**src/rtl/mcc_pkg.sv**
```systemverilog
package mcc_pkg;
  localparam int NUM_STEPS = 5;
  localparam int NUM_CLASS = 5;
  localparam int WBSEL_W = 2;
  localparam int ALUOP_W = 2;

  localparam int ST_FETCH = 0;
  localparam int ST_DECODE = 1;
  localparam int ST_EXEC = 2;
  localparam int ST_MEM = 3;
  localparam int ST_WB = 4;

  localparam int CL_ALU = 0;
  localparam int CL_LOAD = 1;
  localparam int CL_STORE = 2;
  localparam int CL_BRANCH = 3;
  localparam int CL_CALL = 4;

  localparam logic [WBSEL_W-1:0] WB_ALU = 2'd0;
  localparam logic [WBSEL_W-1:0] WB_MEM = 2'd1;
  localparam logic [WBSEL_W-1:0] WB_LINK = 2'd2;

  localparam logic [ALUOP_W-1:0] OP_IDLE = 2'd0;
  localparam logic [ALUOP_W-1:0] OP_ADD = 2'd1;
  localparam logic [ALUOP_W-1:0] OP_FUNC = 2'd2;

  typedef logic [NUM_STEPS-1:0] step_t;
  typedef logic [NUM_CLASS-1:0] class_t;

  typedef struct packed {
    logic rfWr;
    logic memRd;
    logic memWr;
    logic irLoad;
    logic pcLoad;
    logic pcSrc;
    logic bImm;
    logic maddr;
    logic wbLatch;
    logic [WBSEL_W-1:0] wbSel;
    logic [ALUOP_W-1:0] aluOp;
  } ctrlStrobes_t;
endpackage

```
**src/rtl/mcc_step_seq.sv**
```systemverilog
module mcc_step_seq
  import mcc_pkg::*;
(
  input  logic  clk,
  input  logic  rst,
  input  logic  memDone,
  output step_t stepQ
);
  step_t stepNxt;
  logic advance;

  // Fetch waits for the memory handshake; every other step lasts one cycle.
  assign advance = !stepQ[ST_FETCH] || memDone;

  for (genvar i = 0; i < NUM_STEPS; i++) begin : g_ring
    localparam int PREV = (i == 0) ? NUM_STEPS - 1 : i - 1;
    assign stepNxt[i] = advance ? stepQ[PREV] : stepQ[i];
  end

  always_ff @(posedge clk) begin
    if (rst) begin
      stepQ <= step_t'(1) << ST_FETCH;
    end else begin
      stepQ <= stepNxt;
    end
  end
endmodule

```
**src/rtl/mcc_class_check.sv**
```systemverilog
module mcc_class_check
  import mcc_pkg::*;
(
  input  class_t rawClass,
  output class_t qualClass,
  output logic   illegal
);
  localparam int CNT_W = $clog2(NUM_CLASS + 1);
  logic [CNT_W-1:0] hot;

  always_comb begin
    hot = '0;
    for (int i = 0; i < NUM_CLASS; i++) begin
      hot = hot + CNT_W'(rawClass[i]);
    end
  end

  assign illegal = (hot > CNT_W'(1));
  assign qualClass = illegal ? '0 : rawClass;
endmodule

```
**src/rtl/mcc_strobe_gen.sv**
```systemverilog
module mcc_strobe_gen
  import mcc_pkg::*;
(
  input  step_t        step,
  input  class_t       cls,
  input  logic         brTaken,
  input  logic         memDone,
  output ctrlStrobes_t strb
);
  logic fe, ex, me, wb;
  logic producesValue, usesImm, pcRedirect;

  assign fe = step[ST_FETCH];
  assign ex = step[ST_EXEC];
  assign me = step[ST_MEM];
  assign wb = step[ST_WB];

  assign producesValue = cls[CL_ALU] | cls[CL_LOAD] | cls[CL_CALL];
  assign usesImm = cls[CL_LOAD] | cls[CL_STORE];
  assign pcRedirect = cls[CL_BRANCH] | cls[CL_CALL];

  always_comb begin
    strb = '0;
    strb.rfWr = wb & producesValue;
    strb.memRd = fe | (me & cls[CL_LOAD]);
    strb.memWr = me & cls[CL_STORE];
    strb.irLoad = fe & memDone;
    strb.pcLoad = (fe & memDone)
                | (ex & ((cls[CL_BRANCH] & brTaken) | cls[CL_CALL]));
    strb.pcSrc = ex & pcRedirect;
    strb.bImm = ex & usesImm;
    strb.maddr = me & usesImm;
    strb.wbLatch = me & producesValue;
    if (me & cls[CL_LOAD]) begin
      strb.wbSel = WB_MEM;
    end else if (me & cls[CL_CALL]) begin
      strb.wbSel = WB_LINK;
    end else begin
      strb.wbSel = WB_ALU;
    end
    if (ex & cls[CL_ALU]) begin
      strb.aluOp = OP_FUNC;
    end else if (ex & (usesImm | pcRedirect)) begin
      strb.aluOp = OP_ADD;
    end else begin
      strb.aluOp = OP_IDLE;
    end
  end
endmodule

```
**src/rtl/mcc_control_unit.sv**
```systemverilog
module mcc_control_unit
  import mcc_pkg::*;
(
  input  logic       clk,
  input  logic       rst,
  input  logic       isAlu,
  input  logic       isLoad,
  input  logic       isStore,
  input  logic       isBranch,
  input  logic       isCall,
  input  logic       brTaken,
  input  logic       memDone,
  output logic [4:0] stepOut,
  output logic       rfWrEn,
  output logic       memRdEn,
  output logic       memWrEn,
  output logic       irLoadEn,
  output logic       pcLoadEn,
  output logic       pcSrcSel,
  output logic       bImmSel,
  output logic       maddrSel,
  output logic       wbLatchEn,
  output logic [1:0] wbSel,
  output logic [1:0] aluOp
);
  step_t stepQ;
  class_t rawClass, qualClass;
  logic illegal;
  ctrlStrobes_t strbRaw, strb;

  always_comb begin
    rawClass = '0;
    rawClass[CL_ALU] = isAlu;
    rawClass[CL_LOAD] = isLoad;
    rawClass[CL_STORE] = isStore;
    rawClass[CL_BRANCH] = isBranch;
    rawClass[CL_CALL] = isCall;
  end

  mcc_step_seq u_seq (
    .clk(clk), .rst(rst), .memDone(memDone), .stepQ(stepQ)
  );

  mcc_class_check u_cls (
    .rawClass(rawClass), .qualClass(qualClass), .illegal(illegal)
  );

  mcc_strobe_gen u_gen (
    .step(stepQ), .cls(qualClass), .brTaken(brTaken),
    .memDone(memDone), .strb(strbRaw)
  );

  // Reset silences every strobe in the same cycle it is seen.
  assign strb = rst ? '0 : strbRaw;

  assign stepOut = stepQ;
  assign rfWrEn = strb.rfWr;
  assign memRdEn = strb.memRd;
  assign memWrEn = strb.memWr;
  assign irLoadEn = strb.irLoad;
  assign pcLoadEn = strb.pcLoad;
  assign pcSrcSel = strb.pcSrc;
  assign bImmSel = strb.bImm;
  assign maddrSel = strb.maddr;
  assign wbLatchEn = strb.wbLatch;
  assign wbSel = strb.wbSel;
  assign aluOp = strb.aluOp;
endmodule

```
**config.mk**
```make
export PLATFORM = sky130hd
export DESIGN_NAME = mcc_control_unit
export DESIGN_NICKNAME = d
export VERILOG_FILES = /design/src/rtl/mcc_pkg.sv /design/src/rtl/mcc_step_seq.sv /design/src/rtl/mcc_class_check.sv /design/src/rtl/mcc_strobe_gen.sv /design/src/rtl/mcc_control_unit.sv
export SDC_FILE = /design/constraint.sdc
export NUM_CORES = 1
export LEC_CHECK = 0
export ABC_AREA = 1
export BUFFER_PORTS_ARGS = -buffer_cell sky130_fd_sc_hd__clkbuf_2
export CAP_MARGIN = 10
export CORE_AREA = 10 10 47 49
export DETAILED_ROUTE_END_ITERATION = 8
export DIE_AREA = 0 0 57 59
export PLACE_DENSITY = 0.66
export SLEW_MARGIN = 10
export SYNTH_ARGS = -nofsm -noshare
export SYNTH_HDL_FRONTEND = slang
export SYNTH_SLANG_ARGS = --single-unit
```
**constraint.sdc**
```tcl
create_clock -name clk -period 2.2 [get_ports clk]
set_input_delay 0.22 -clock clk [delete_from_list [all_inputs] [get_ports clk]]
set_output_delay 0.22 -clock clk [all_outputs]
set_load 0.01 [all_outputs]
```
==> flow_summary.toml <==
[outcome]
status = "finished with violations"
violations = "setup timing"

[setup_path]
crit_buf_inv = 3
worstReg2RegEnd = "u_seq.stepQ[4]$_SDFFE_PP0P_"
reg2regPathDepth = 3
worstPathCellList = "buf_8, ha_4, inv_2, fa_1, nor2_2, fa_2, nor2_4, o21ai_1, a21oi_1, buf_2"
path_delay_family = "adder cells"
cp.required_ns = 1.98
slowest_stage = "fa_2"
worstPathArrival_ns = 2.30
cpPeakStageDelay_ns = 0.48
reg2reg_from = "u_seq.stepQ[0]$_SDFFE_PP1P_"
startpoint_type = "input pin"
path_max_fanout = 4
r2r_setup_slack_ns = 1.28
endpoint_kind = "output pin"
worst-setup-path-type = "input pin to output pin"

[power]
power_w = 0.000394
p_leak_nw = 0.412
pwr_density_cell_nw_per_um2 = 525
irDropWorstVdd_v = 0.000315

[synthesis]
syn_area_um2 = 430
ys_ff_latch = 5
synthCells = 67
synth_edf_count = 0
ys.flop_type = "dfxtp_1"
ys_types = 19
ys_seq_area_frac = 0.233
synthesis.area_per_instance_um2 = 6.42
async_reset_ff_frac = 0
syn_nets = 79
yosys-top-cells-area = "dfxtp_1 23%, inv_1 12%, fa_1 9.3%, nand2_1 8.7%, nor2_1 7.0%"
synthDominantCellAreaShare = 0.233
ys_top_cells_by_count = "14 x inv_1, 10 x nand2_1, 8 x nor2_1"
yosysTopAreaCell = "dfxtp_1"
ys_warn_count = 0
synth_most_common_cell = "inv_1"

[clock_network]
numCtsBuffers = 3
cts.sinks = 5
clkTransAtPathRegs_ns = 0.05
cts-root-buf = "clkbuf_4"
cts_buffer_depth = 2
insertion_delay_ns = 0.24
hold_buffers = 0
cts_tree = "yes"
htreeDepth = 1

[sta]
period_needed_ns = 2.52
fin_ws_ns = -0.322
hold_viol = 0
finalSetupViolations = 12
max_freq_ghz = 0.397
fin_crit_sh = 1.15
clock_skew_ns = 0.00556
drv_slew = 0
relSlewSlack = 0.858
rsz0062_at_grt = "true"
tightest_slew_ns = 0.212

[detailed_routing]
vias = 542
dr.first_iter.drc_count = 6
firstDrtPassIters = 4
routed_wl_um = 1500
drc = 0
drt-wirelength-per-cell_um = 12.5
ant_nets = 0
via_per_inst = 4.52

[place]
globalplace.congestion = 0.742
place_area_um2 = 636
dpl.hpwl_um = 1210
numPortBuffers = 26

[final_layout]
largest_register_ffs = 5
top_regs = "u_seq.stepQ: 5 flops"
post-route-util = 0.537
final_cell_area_um2 = 752
n_fill_cell = 168
syn2layout_area_growth_pct = 74.7
finalNetCount = 117
final_layout_size_suffix_gt1_frac = 0.596
top_register = "u_seq.stepQ"
antenna_cells = 0

[floorplan]
die_height_um = 59
die-width_um = 57
start_util = 0.307
rows = 14
core_area_um2 = 1400
dieArea_um2 = 3360
io_pins = 27

[global_routing]
globalRoute.totalOverflow = 0
grt_pass1_vias = 601
grt_pass1_wl_um = 2440
grt_max_degree = 9
globalRouteTotalUtil = 0.0883
antenna_found_initial = 0

[worst_hold_path]
hp-class = "input pin to register"
hold_end = "u_seq.stepQ[0]$_SDFFE_PP1P_"
worstHoldStart = "rst"
min_path_cells = 3

[job]
maxCapViolCount = 0
==> timing repair <==
action,CTS,global route
pin swaps,8,9
resized for setup,10,23
buffers inserted,1,0
setup endpoints to repair,12,12
==> cells in the final DEF (no fill, tap or decap), drive strengths merged <==
cell / count
a21oi: 4
ha: 1
or2: 1
o22ai: 1
buf: 20
inv: 16
clkbuf: 17
nor3: 4
o21ai: 6
dfxtp: 5
nor2: 12
fa: 2
nand2: 12
nand3: 3
==> through the flow <==
step / instances / hold WS [ns] / TNS (ns) / setup WS, ns
after floorplan: 67 / 0.314 / -0.107 / -0.0444
after global placement: 115 / 0.476 / -2.68 / -0.284
after detailed placement: 115 / 0.488 / -3.52 / -0.367
after CTS: 120 / 0.268 / -3.03 / -0.295
after global routing: 120 / 0.325 / -4.31 / -0.415
final: 120 / 0.282 / -2.89 / -0.322
==> cell families (layout without fill, tap and decap cells) <==
kind of cell | count (synthesis) | in the layout | synth area share
buffers and inverters | 16 | 53 | 0.145
flip-flops | 5 | 5 | 0.233
AND/OR/NAND/NOR | 32 | 32 | 0.352
adder cells (fa/ha/maj) | 3 | 3 | 0.122
AO/OA/AOI/OAI | 11 | 11 | 0.148
==> worst max-delay path by stage <==
| stage | start | endpoint | slack (ns) | cells after the start |
|---|---|---|---|---|
| 2_1_floorplan | isAlu | rfWrEn | -0.04 | 8 |
| 3_3_place_gp | isAlu | pcLoadEn | -0.28 | 12 |
| 3_5_place_dp | isAlu | pcLoadEn | -0.37 | 12 |
| 4_1_cts | isLoad | pcLoadEn | -0.29 | 12 |
| 5_1_grt | isAlu | pcLoadEn | -0.41 | 12 |
| 6_report | isAlu | wbLatchEn | -0.32 | 10 |
==> where the power goes <==
part	switching [W]	internal, W
clock network	0.0000386	0.0000687
logic	0.000105	0.0000742
registers	0.00000850	0.0000993
total	0.000152	0.000242
==> layer usage <==
metal  GRT usage  wire length, µm  vias up
li1            -                -      280
met1      0.0883              563      244
met2       0.153              778       18
met3      0.0408              154        0
met4      0.0403                0        0
met5           0                0        -
==> cell type report <==
cell class	instances	area [µm²]	share of cell area
clock buffers	4	26.3	0.0349
well taps	16	20.0	0.0266
multi-input cells	46	340	0.453
flip-flops and latches	5	100	0.133
repair buffers	33	203	0.270
inverters	16	62.6	0.0832
==> worst min-delay path: cells and delay by family <==
family	cells	cell delay [ns]
simple gates	2	0.11
buf+inv	1	0.16
(Power assumes the default switching activity.)
